`src/rtl/fcw_pkg.sv`:
```
package fcw_pkg;

  localparam logic [7:0] OFS_SIG0   = 8'h00;
  localparam logic [7:0] OFS_SIG1   = 8'h02;
  localparam logic [7:0] OFS_SIG2   = 8'h04;
  localparam logic [7:0] OFS_SIG3   = 8'h06;
  localparam logic [7:0] OFS_MFR    = 8'h20;
  localparam logic [7:0] OFS_DEV    = 8'h22;
  localparam logic [7:0] OFS_BUFOFS = 8'h40;
  localparam logic [7:0] OFS_BUFSZ  = 8'h42;
  localparam logic [7:0] OFS_CODE   = 8'h80;
  localparam logic [7:0] OFS_DATA   = 8'h84;
  localparam logic [7:0] OFS_ADRL   = 8'h88;
  localparam logic [7:0] OFS_ADRH   = 8'h8A;
  localparam logic [7:0] OFS_CNTL   = 8'h90;
  localparam logic [7:0] OFS_CNTH   = 8'h92;
  localparam logic [7:0] OFS_EXEC   = 8'hC0;
  localparam logic [7:0] OFS_CLRBUF = 8'hC4;
  localparam logic [7:0] OFS_SUSP   = 8'hC8;
  localparam logic [7:0] OFS_STAT   = 8'hCC;

  // parameter register slots, in index order
  localparam int NUM_PREG = 6;
  localparam int IDX_CODE = 0;
  localparam int IDX_DATA = 1;
  localparam int IDX_ADRL = 2;
  localparam int IDX_ADRH = 3;
  localparam int IDX_CNTL = 4;
  localparam int IDX_CNTH = 5;
  localparam logic [NUM_PREG*8-1:0] PREG_OFS =
    {OFS_CNTH, OFS_CNTL, OFS_ADRH, OFS_ADRL, OFS_DATA, OFS_CODE};

  localparam logic [15:0] GO_VALUE = 16'h0001;

  localparam logic [15:0] CMD_WPROG   = 16'h0041;
  localparam logic [15:0] CMD_BPROG   = 16'h00E9;
  localparam logic [15:0] CMD_ERASE   = 16'h0020;
  localparam logic [15:0] CMD_LOCK    = 16'h0061;
  localparam logic [15:0] CMD_UNLOCK  = 16'h0062;
  localparam logic [15:0] CMD_LKSTAT  = 16'h0065;
  localparam logic [15:0] CMD_QUERY   = 16'h0098;
  localparam logic [15:0] CMD_OTPRD   = 16'h0097;
  localparam logic [15:0] CMD_OTPPROG = 16'h00C0;
  localparam logic [15:0] CMD_RESUME  = 16'h00D0;

  localparam int ST_PROT  = 1;
  localparam int ST_PSUSP = 2;
  localparam int ST_VLOW  = 3;
  localparam int ST_PERR  = 4;
  localparam int ST_EERR  = 5;
  localparam int ST_ESUSP = 6;
  localparam int ST_READY = 7;
  localparam int ST_REGN  = 8;
  localparam int ST_AO    = 12;
  localparam int ST_AVAIL = 15;
  localparam logic [15:0] ST_CLR_MASK = 16'h133A;

  typedef enum logic [2:0] {
    OP_NONE, OP_PROG, OP_ERASE, OP_LOCK, OP_UNLOCK, OP_LKSTAT, OP_QUIET, OP_DENIED
  } op_kind_e;

  typedef enum logic [1:0] {S_IDLE, S_BUSY, S_SUSP} eng_state_e;

  function automatic op_kind_e decode_op(input logic [15:0] code);
    case (code)
      CMD_WPROG, CMD_BPROG, CMD_OTPPROG: return OP_PROG;
      CMD_ERASE:                         return OP_ERASE;
      CMD_LOCK:                          return OP_LOCK;
      CMD_UNLOCK:                        return OP_UNLOCK;
      CMD_LKSTAT:                        return OP_LKSTAT;
      CMD_QUERY, CMD_OTPRD:              return OP_QUIET;
      default:                           return OP_NONE;
    endcase
  endfunction

endpackage

```
`src/rtl/fcw_param_regs.sv`:
```
module fcw_param_regs
  import fcw_pkg::*;
#(
  parameter int DW = 16
) (
  input  logic          clk,
  input  logic          rst_n,
  input  logic          wr_en,
  input  logic [7:0]    wr_addr,
  input  logic [DW-1:0] wr_data,
  input  logic          clr_data,
  output logic [DW-1:0] code_o,
  output logic [DW-1:0] data_o,
  output logic [DW-1:0] adr_lo_o,
  output logic [DW-1:0] adr_hi_o,
  output logic [DW-1:0] cnt_lo_o,
  output logic [DW-1:0] cnt_hi_o
);

  logic [NUM_PREG-1:0][DW-1:0] regs_q;

  for (genvar i = 0; i < NUM_PREG; i++) begin : g_reg
    localparam logic [7:0] MY_OFS = PREG_OFS[i*8 +: 8];
    localparam bit CLEARABLE = (i == IDX_DATA);
    always_ff @(posedge clk) begin
      if (!rst_n)
        regs_q[i] <= '0;
      else if (wr_en && wr_addr == MY_OFS)
        regs_q[i] <= wr_data;
      else if (CLEARABLE && clr_data)
        regs_q[i] <= '0;
    end
  end

  assign code_o   = regs_q[IDX_CODE];
  assign data_o   = regs_q[IDX_DATA];
  assign adr_lo_o = regs_q[IDX_ADRL];
  assign adr_hi_o = regs_q[IDX_ADRH];
  assign cnt_lo_o = regs_q[IDX_CNTL];
  assign cnt_hi_o = regs_q[IDX_CNTH];

endmodule

```
`src/rtl/fcw_op_engine.sv`:
```
module fcw_op_engine
  import fcw_pkg::*;
#(
  parameter int BLK_W = 4,
  parameter int CNT_W = 16
) (
  input  logic             clk,
  input  logic             rst_n,
  input  logic             exec_go,
  input  logic             susp_go,
  input  logic             stat_rd,
  input  logic [15:0]      code_i,
  input  logic [BLK_W-1:0] blk_i,
  input  logic [CNT_W-1:0] busy_cycles_i,
  input  logic             inj_vlow,
  input  logic             inj_perr,
  input  logic             inj_eerr,
  input  logic [1:0]       inj_region,
  input  logic             inj_ao,
  output logic [15:0]      status_o,
  output logic             ready_o,
  output logic             done_o
);

  localparam int NUM_BLK = 1 << BLK_W;

  eng_state_e       state_q;
  op_kind_e         kind_q, kind_new, kind_eff;
  logic [CNT_W-1:0] cnt_q, cnt_load;
  logic [BLK_W-1:0] blk_q;
  logic [NUM_BLK-1:0] lock_q;
  logic prot_q, vlow_q, perr_q, eerr_q, ao_q;
  logic [1:0] region_q;
  logic start, resume, susp_take, pe_q, pe_new;

  assign kind_new = decode_op(code_i);
  assign pe_new   = (kind_new == OP_PROG) || (kind_new == OP_ERASE);
  assign kind_eff = (pe_new && lock_q[blk_i]) ? OP_DENIED : kind_new;
  assign cnt_load = ((kind_eff == OP_PROG) || (kind_eff == OP_ERASE))
                    ? ((busy_cycles_i == '0) ? CNT_W'(1) : busy_cycles_i)
                    : CNT_W'(1);
  assign pe_q      = (kind_q == OP_PROG) || (kind_q == OP_ERASE);
  assign start     = exec_go && state_q == S_IDLE && kind_new != OP_NONE;
  assign resume    = exec_go && state_q == S_SUSP && code_i == CMD_RESUME;
  assign susp_take = susp_go && state_q == S_BUSY && pe_q;
  assign done_o    = state_q == S_BUSY && !susp_take && cnt_q == CNT_W'(1);
  assign ready_o   = state_q != S_BUSY;

  always_ff @(posedge clk) begin
    if (!rst_n) begin
      state_q <= S_IDLE;
      cnt_q   <= '0;
      kind_q  <= OP_NONE;
      blk_q   <= '0;
    end else begin
      case (state_q)
        S_IDLE: if (start) begin
          state_q <= S_BUSY;
          cnt_q   <= cnt_load;
          kind_q  <= kind_eff;
          blk_q   <= blk_i;
        end
        S_BUSY: begin
          if (susp_take)            state_q <= S_SUSP;
          else if (cnt_q == CNT_W'(1)) state_q <= S_IDLE;
          else                      cnt_q   <= cnt_q - CNT_W'(1);
        end
        S_SUSP: if (resume) state_q <= S_BUSY;
        default: state_q <= S_IDLE;
      endcase
    end
  end

  always_ff @(posedge clk) begin
    if (!rst_n)
      lock_q <= '0;
    else if (done_o && kind_q == OP_LOCK)
      lock_q[blk_q] <= 1'b1;
    else if (done_o && kind_q == OP_UNLOCK)
      lock_q[blk_q] <= 1'b0;
  end

  // sticky error flags: a completion sets, a status read clears, set wins
  logic set_prot, set_vlow, set_perr, set_eerr, set_ao, set_regn;
  assign set_prot = done_o && (kind_q == OP_DENIED || (kind_q == OP_LKSTAT && lock_q[blk_q]));
  assign set_vlow = done_o && pe_q && inj_vlow;
  assign set_perr = done_o && kind_q == OP_PROG && inj_perr;
  assign set_eerr = done_o && kind_q == OP_ERASE && inj_eerr;
  assign set_ao   = done_o && pe_q && inj_ao;
  assign set_regn = done_o && kind_q == OP_PROG && inj_region != 2'b00;

  always_ff @(posedge clk) begin
    if (!rst_n) begin
      {prot_q, vlow_q, perr_q, eerr_q, ao_q} <= '0;
      region_q <= 2'b00;
    end else begin
      prot_q   <= set_prot | (prot_q & ~stat_rd);
      vlow_q   <= set_vlow | (vlow_q & ~stat_rd);
      perr_q   <= set_perr | (perr_q & ~stat_rd);
      eerr_q   <= set_eerr | (eerr_q & ~stat_rd);
      ao_q     <= set_ao   | (ao_q   & ~stat_rd);
      region_q <= set_regn ? inj_region : (stat_rd ? 2'b00 : region_q);
    end
  end

  always_comb begin
    status_o = '0;
    status_o[ST_PROT]  = prot_q;
    status_o[ST_PSUSP] = state_q == S_SUSP && kind_q == OP_PROG;
    status_o[ST_VLOW]  = vlow_q;
    status_o[ST_PERR]  = perr_q;
    status_o[ST_EERR]  = eerr_q;
    status_o[ST_ESUSP] = state_q == S_SUSP && kind_q == OP_ERASE;
    status_o[ST_READY] = ready_o;
    status_o[ST_REGN +: 2] = region_q;
    status_o[ST_AO]    = ao_q;
    status_o[ST_AVAIL] = 1'b1;
  end

endmodule

```
`src/rtl/fcw_cmd_window.sv`:
```
module fcw_cmd_window
  import fcw_pkg::*;
#(
  parameter logic [63:0] SIG_WORDS = {16'h0057, 16'h004F, 16'h0046, 16'h0050},
  parameter logic [15:0] MFR_ID    = 16'h00A5,
  parameter logic [15:0] DEV_ID    = 16'h2C11,
  parameter logic [15:0] BUF_OFS   = 16'h0400,
  parameter logic [15:0] BUF_WORDS = 16'h0200,
  parameter int BLK_W   = 4,
  parameter int BLK_LSB = 16,
  parameter int CNT_W   = 16
) (
  input  logic             clk,
  input  logic             rst_n,
  input  logic             bus_valid,
  input  logic             bus_write,
  input  logic [7:0]       bus_addr,
  input  logic [15:0]      bus_wdata,
  output logic             rd_valid,
  output logic [15:0]      rd_data,
  output logic             dev_ready,
  input  logic [CNT_W-1:0] busy_cycles,
  input  logic             inj_supply_low,
  input  logic             inj_prog_err,
  input  logic             inj_erase_err,
  input  logic [1:0]       inj_region,
  input  logic             inj_ao_fail
);

  logic [15:0] code_q, data_q, adr_lo_q, adr_hi_q, cnt_lo_q, cnt_hi_q;
  logic [15:0] stat_w, rd_mux;
  logic [BLK_W-1:0] blk_idx;
  logic wr_acc, is_go, param_wr, exec_go, susp_go, clr_data, stat_rd, op_done;

  assign wr_acc   = bus_valid && bus_write;
  assign is_go    = bus_wdata == GO_VALUE;
  assign param_wr = wr_acc && dev_ready;
  assign exec_go  = param_wr && bus_addr == OFS_EXEC && is_go;
  assign clr_data = param_wr && bus_addr == OFS_CLRBUF && is_go;
  assign susp_go  = wr_acc && bus_addr == OFS_SUSP && is_go;
  assign stat_rd  = bus_valid && !bus_write && bus_addr == OFS_STAT;
  assign blk_idx  = BLK_W'({adr_hi_q, adr_lo_q} >> BLK_LSB);

  fcw_param_regs #(.DW(16)) u_regs (
    .clk(clk), .rst_n(rst_n),
    .wr_en(param_wr), .wr_addr(bus_addr), .wr_data(bus_wdata), .clr_data(clr_data),
    .code_o(code_q), .data_o(data_q), .adr_lo_o(adr_lo_q), .adr_hi_o(adr_hi_q),
    .cnt_lo_o(cnt_lo_q), .cnt_hi_o(cnt_hi_q)
  );

  fcw_op_engine #(.BLK_W(BLK_W), .CNT_W(CNT_W)) u_eng (
    .clk(clk), .rst_n(rst_n),
    .exec_go(exec_go), .susp_go(susp_go), .stat_rd(stat_rd),
    .code_i(code_q), .blk_i(blk_idx), .busy_cycles_i(busy_cycles),
    .inj_vlow(inj_supply_low), .inj_perr(inj_prog_err), .inj_eerr(inj_erase_err),
    .inj_region(inj_region), .inj_ao(inj_ao_fail),
    .status_o(stat_w), .ready_o(dev_ready), .done_o(op_done)
  );

  always_comb begin
    case (bus_addr)
      OFS_SIG0:   rd_mux = SIG_WORDS[15:0];
      OFS_SIG1:   rd_mux = SIG_WORDS[31:16];
      OFS_SIG2:   rd_mux = SIG_WORDS[47:32];
      OFS_SIG3:   rd_mux = SIG_WORDS[63:48];
      OFS_MFR:    rd_mux = MFR_ID;
      OFS_DEV:    rd_mux = DEV_ID;
      OFS_BUFOFS: rd_mux = BUF_OFS;
      OFS_BUFSZ:  rd_mux = BUF_WORDS;
      OFS_CODE:   rd_mux = code_q;
      OFS_DATA:   rd_mux = data_q;
      OFS_ADRL:   rd_mux = adr_lo_q;
      OFS_ADRH:   rd_mux = adr_hi_q;
      OFS_CNTL:   rd_mux = cnt_lo_q;
      OFS_CNTH:   rd_mux = cnt_hi_q;
      OFS_STAT:   rd_mux = stat_w;
      default:    rd_mux = 16'h0000;
    endcase
  end

  // read data captured here; the status clear lands on the same edge,
  // so the returned word is the pre-clear value
  always_ff @(posedge clk) begin
    if (!rst_n) begin
      rd_valid <= 1'b0;
      rd_data  <= '0;
    end else begin
      rd_valid <= bus_valid && !bus_write;
      if (bus_valid && !bus_write) rd_data <= rd_mux;
    end
  end

endmodule

```
`config.mk`:
```
export PLATFORM = sky130hd
export DESIGN_NAME = fcw_cmd_window
export DESIGN_NICKNAME = d
export VERILOG_FILES = /design/src/rtl/fcw_pkg.sv /design/src/rtl/fcw_param_regs.sv /design/src/rtl/fcw_op_engine.sv /design/src/rtl/fcw_cmd_window.sv
export SDC_FILE = /design/constraint.sdc
export NUM_CORES = 1
export LEC_CHECK = 0
export BUFFER_PORTS_ARGS = -buffer_cell sky130_fd_sc_hd__buf_2
export CAP_MARGIN = 10
export CELL_PAD_IN_SITES_DETAIL_PLACEMENT = 0
export CELL_PAD_IN_SITES_GLOBAL_PLACEMENT = 2
export CORE_UTILIZATION = 33
export CTS_CLUSTER_SIZE = 10
export DETAILED_ROUTE_END_ITERATION = 7
export PLACE_DENSITY = 0.74
export SYNTH_ARGS = -nofsm -noshare
export SYNTH_HDL_FRONTEND = slang
export SYNTH_SLANG_ARGS = --single-unit
```
`constraint.sdc`:
```
create_clock -name clk -period 1.95 [get_ports clk]
set_input_delay 0.195 -clock clk [delete_from_list [all_inputs] [get_ports clk]]
set_output_delay 0.195 -clock clk [all_outputs]
set_load 0.05 [all_outputs]
```
==> results.md <==
* Initial antenna violation count at 1
* Number of cells produced by synthesis at 970
* Achievable Freq at 493.5 MHz
* Number of max-cap violations at 0
* Clock sink count at between 150 and 200
* Total wire length at 29370 um
* Largest fanout of any net on the critical path at 9
* # placed instances at around 1500
* Clock edge transition at the registers on the reported setup and hold paths at 70 ps
* Post-layout nets at 1231
* Clock Path Buffers at 2
* Commonest non-fill, non-tap cell in the layout: sky130_fd_sc_hd__buf_4
* Sequential area share after synthesis at 39.27%
* Global route overflow at 0
* Final worst setup slack at -76.39 ps
* Initial core utilization at 33.74%
* Net Count, Synth at 1022
* Unique masters post-synth at 74
* Share of layout cells above drive strength 1 at between 30% and 40%
* Worst min-delay path class: input port to flop
* Fillers at roughly 2400
* Violations in the final reports: negative setup slack
* Synth warnings at 0
* Area share of the largest cell type after synthesis at approximately two fifths
* Via count of the first global-routing pass at 7719
* DR DRC count at 0
* Cts-stage hold buffer count at 0
* Endpoints failing setup at 24
* Area growth from synthesis to layout at 36.97%
* Area of the multi-input gates at ~4800 sq um
* Cell-by-cell trace of the critical path: nor3b_1 -> o211ai_1 -> o211ai_1 -> o2111a_2 -> buf_12 -> or3_1 -> a21oi_2
* Pin count of the biggest net entering global routing at 108
* Worst IR Drop VDD at 374.7 uV
* Total half-perimeter wirelength after legalization and detailed placement at 21420 um
* Count of port buffers added during placement at 67
* Crit path time final at a little over 2000 ps
* Largest stage delay on the critical path at 380 ps
* Cell with the most instances on the worst path: sky130_fd_sc_hd__o211ai_1
* Mean Syn Cell Area at 8.460 sq um
* Row count at between 50 and 60
* Switching Fraction at 25.42%
* Worst Setup SP: u_regs.code_o[1]
* Combinational share of power at 5.7%
* Chip Width at 159.7 um
* Die area at 25500 sq um
* Combined global-route utilization of all metal layers at a little under a quarter
* Final Cycle Share at 103.9%
* Post-detailed-route count of antenna-violating nets at 0
* Cell type contributing the most total cell area after synthesis: sky130_fd_sc_hd__dfxtp_1
* Area contributors post-synth: sky130_fd_sc_hd__dfxtp_1 (39%), sky130_fd_sc_hd__nand2_1 (7.0%), sky130_fd_sc_hd__mux2i_1 (5.2%), sky130_fd_sc_hd__a21oi_1 (4.8%), sky130_fd_sc_hd__a22oi_1 (4.6%)
* Classification of the worst setup path: flop to flop
* Power density relative to cell area at 624.0 nW/um^2
* Clock Power Share at between 40% and 50%
* Tightest slew margin relative to the limit at between 30% and 40%
* Wire length of the first global-routing pass at 45380 um
* Type of origin of the critical path: flop
* Worst Setup Slack post-DPL at -591.1 ps
* Total vias in the final route at 8171
* Clock tree from TritonCTS: done
* Post-Route Utilization at 46.22%
* Endpoint required time on the critical path at 2320 ps
* Area of the core at 24320 sq um
* Arrival time of data at the critical path endpoint at about 2400 ps
* Placed Instance Area at 10220 sq um
* Placer congestion estimate at 0.8307
* Non-filler instance count after layout at around 1500
* First drt pass iteration count at 5
* Synth Register Bits at 161
* CTS buffer count at 17
* Setup repair after global routing missed its margin: true
* Chip Height at 159.7 um
* Startpoint of the lowest-slack register-to-register path: u_regs.code_o[1]
* Static power due to leakage at around 4.2 nW
* Area of the mapped netlist at 8207 sq um
* Int Pwr at 5.231 mW
* Proportion of synthesized flip-flops having asynchronous set or reset at 0%
* Main flop type after synthesis: sky130_fd_sc_hd__dfxtp_1
* Max Clock Skew at 12.50 ps
* Sequential share of power at 46.8%
* Combined flip-flop and latch cell area at roughly 3200 sq um
* Maximum level of the CTS H-tree at 4
* Number of vias per cell after detailed routing at approximately 5.4
* Worst-Margin Slew at 972.4 ps
* Start point of the worst hold path: inj_supply_low
* Kind of capture point of the worst setup path: flop
* I/O pin count at approximately 70
* Root Buffer Master: sky130_fd_sc_hd__clkbuf_16
* Critical path's slowest cell: sky130_fd_sc_hd__dfxtp_2
* Routed wirelength normalized by instance count at 19.36 um
* Number of pins exceeding their max-slew limit in the final report at 0
* Drt initial violations at 595
* Result of the run: finished, violations left
* Hold Violations, Final at 0
* Most used cells in the layout excluding fill and tap cells: sky130_fd_sc_hd__buf_4 (189), sky130_fd_sc_hd__nand2_1 (152), sky130_fd_sc_hd__dfxtp_1 (148)
* Post-synth EDFFs at 0
* Insertion delay of the later-clocked pin in the worst-skew pair at 440 ps
* Cell area after layout at 11240 sq um
* Switching pwr at between 1.5 and 2 mW
per-stage QoR:
step / total power [mW] / setup TNS, ps / hold WS [ps]
finish: 7.014 / -951.3 / 21.82
global route: 7.263 / -3748 / 7.608
CTS: 7.087 / -1485 / 5.458
detailed placement: 3.757 / -24870 / 436.0
global placement: 3.759 / -23470 / 429.8
floorplan: 3.532 / -7359 / 331.0
worst max-delay path, delay by kind of cell, from the launching register on:
family          cells  cell delay [ps]
simple gates        2              490
buf+inv             1              160
compound gates      4              920
flops               1              380
synthesized netlist by cell type, types with 6 or more instances:
library cell               instances
sky130_fd_sc_hd__and3_1            9
sky130_fd_sc_hd__nor4_1           15
sky130_fd_sc_hd__xor2_1            9
sky130_fd_sc_hd__mux2i_1          43
sky130_fd_sc_hd__a221oi_1          7
sky130_fd_sc_hd__o31ai_1          28
sky130_fd_sc_hd__inv_1             6
sky130_fd_sc_hd__xnor2_1           6
sky130_fd_sc_hd__dfxtp_1         161
sky130_fd_sc_hd__nand4_1           7
sky130_fd_sc_hd__a21oi_2          10
sky130_fd_sc_hd__mux4_2            9
sky130_fd_sc_hd__nor2_1           89
sky130_fd_sc_hd__nor3b_1           6
sky130_fd_sc_hd__nand2_1         152
sky130_fd_sc_hd__buf_2            38
sky130_fd_sc_hd__o21ai_0          30
sky130_fd_sc_hd__nor2b_1           8
sky130_fd_sc_hd__o211ai_1         17
sky130_fd_sc_hd__nor4b_1          14
sky130_fd_sc_hd__and2_1           10
sky130_fd_sc_hd__a21oi_1          79
sky130_fd_sc_hd__a22oi_1          50
sky130_fd_sc_hd__clkbuf_1         43
sky130_fd_sc_hd__or3_1             6
sky130_fd_sc_hd__nand3_1           7
sky130_fd_sc_hd__nor3_1           14
sky130_fd_sc_hd__a222oi_1          6
power by group through the flow:
| stage | logic, mW | registers, mW | clock network, mW |
|---|---|---|---|
| 5_1_grt | 0.422 | 3.28 | 3.56 |
| 2_1_floorplan | 0.164 | 3.37 | 0 |
| 3_5_place_dp | 0.392 | 3.36 | 0 |
| 4_1_cts | 0.394 | 3.29 | 3.40 |
| 3_3_place_gp | 0.394 | 3.36 | 0 |
| 6_report | 0.398 | 3.28 | 3.33 |
state kept, by name, indices dropped and copies added, names as in the netlist, 3 cells and up, named ones only:
signal / flops
u_regs.code_o: 16
u_eng.kind_q: 3
u_eng.blk_q: 4
u_regs.data_o: 16
rd_data: 16
u_regs.cnt_hi_o: 16
u_regs.adr_hi_o: 16
u_eng.cnt_q: 16
u_regs.cnt_lo_o: 16
u_regs.adr_lo_o: 16
routing by layer:
| layer | up-vias | part of all wire (%) | track usage [%] |
|---|---|---|---|
| li1 | 3960 | - | - |
| met3 | 24 | 5.2 | 3.896 |
| met5 | - | 0 | 0 |
| met1 | 3965 | 51 | 35.08 |
| met4 | 0 | 1.2 | 5.900 |
| met2 | 222 | 43 | 33.98 |
cell families (layout without fill, tap and decap cells):
group                      after synthesis  count (layout)  share of synthesized area [%]
DFF                                    161             161                          39.27
buffers and inverters                  100             322                          5.992
other                                    0               1                              0
muxes                                   53              53                          7.852
xor gates and xnor gates                15              15                          1.601
AOI/OAI and AO/OA                      264             264                          21.57
and+or+nand+nor                        375             375                          23.40
adders and majority gates                2               2                         0.3049
cell type report:
cell class                 count  share of cell area, %
antenna                        1                0.02226
clock buffer                  17                  3.784
clock inverter                15                  1.325
inverter                       7                 0.2783
multi-input combinational    709                  42.45
sequential                   161                  28.88
tap                          324                  3.606
timing repair buffer         283                  19.65
worst paths after layout:
path / endpoint / slack, ps / depth (start not counted)
setup reg to reg: u_eng.cnt_q[0] / -80 / 7
hold / removal: u_eng.vlow_q / 20 / 3
hold reg to reg: rd_data[6] / 440 / 2
setup / recovery: u_eng.cnt_q[0] / -80 / 7
repair_timing:
action,CTS,global route
pin swaps,12,25
setup endpoints to repair,46,42
cloned,0,2
buffers inserted,3,5
resized for setup,30,50
endpoints found under the hold margin,0,0
No activity file was read; power rests on OpenSTA's default activity.
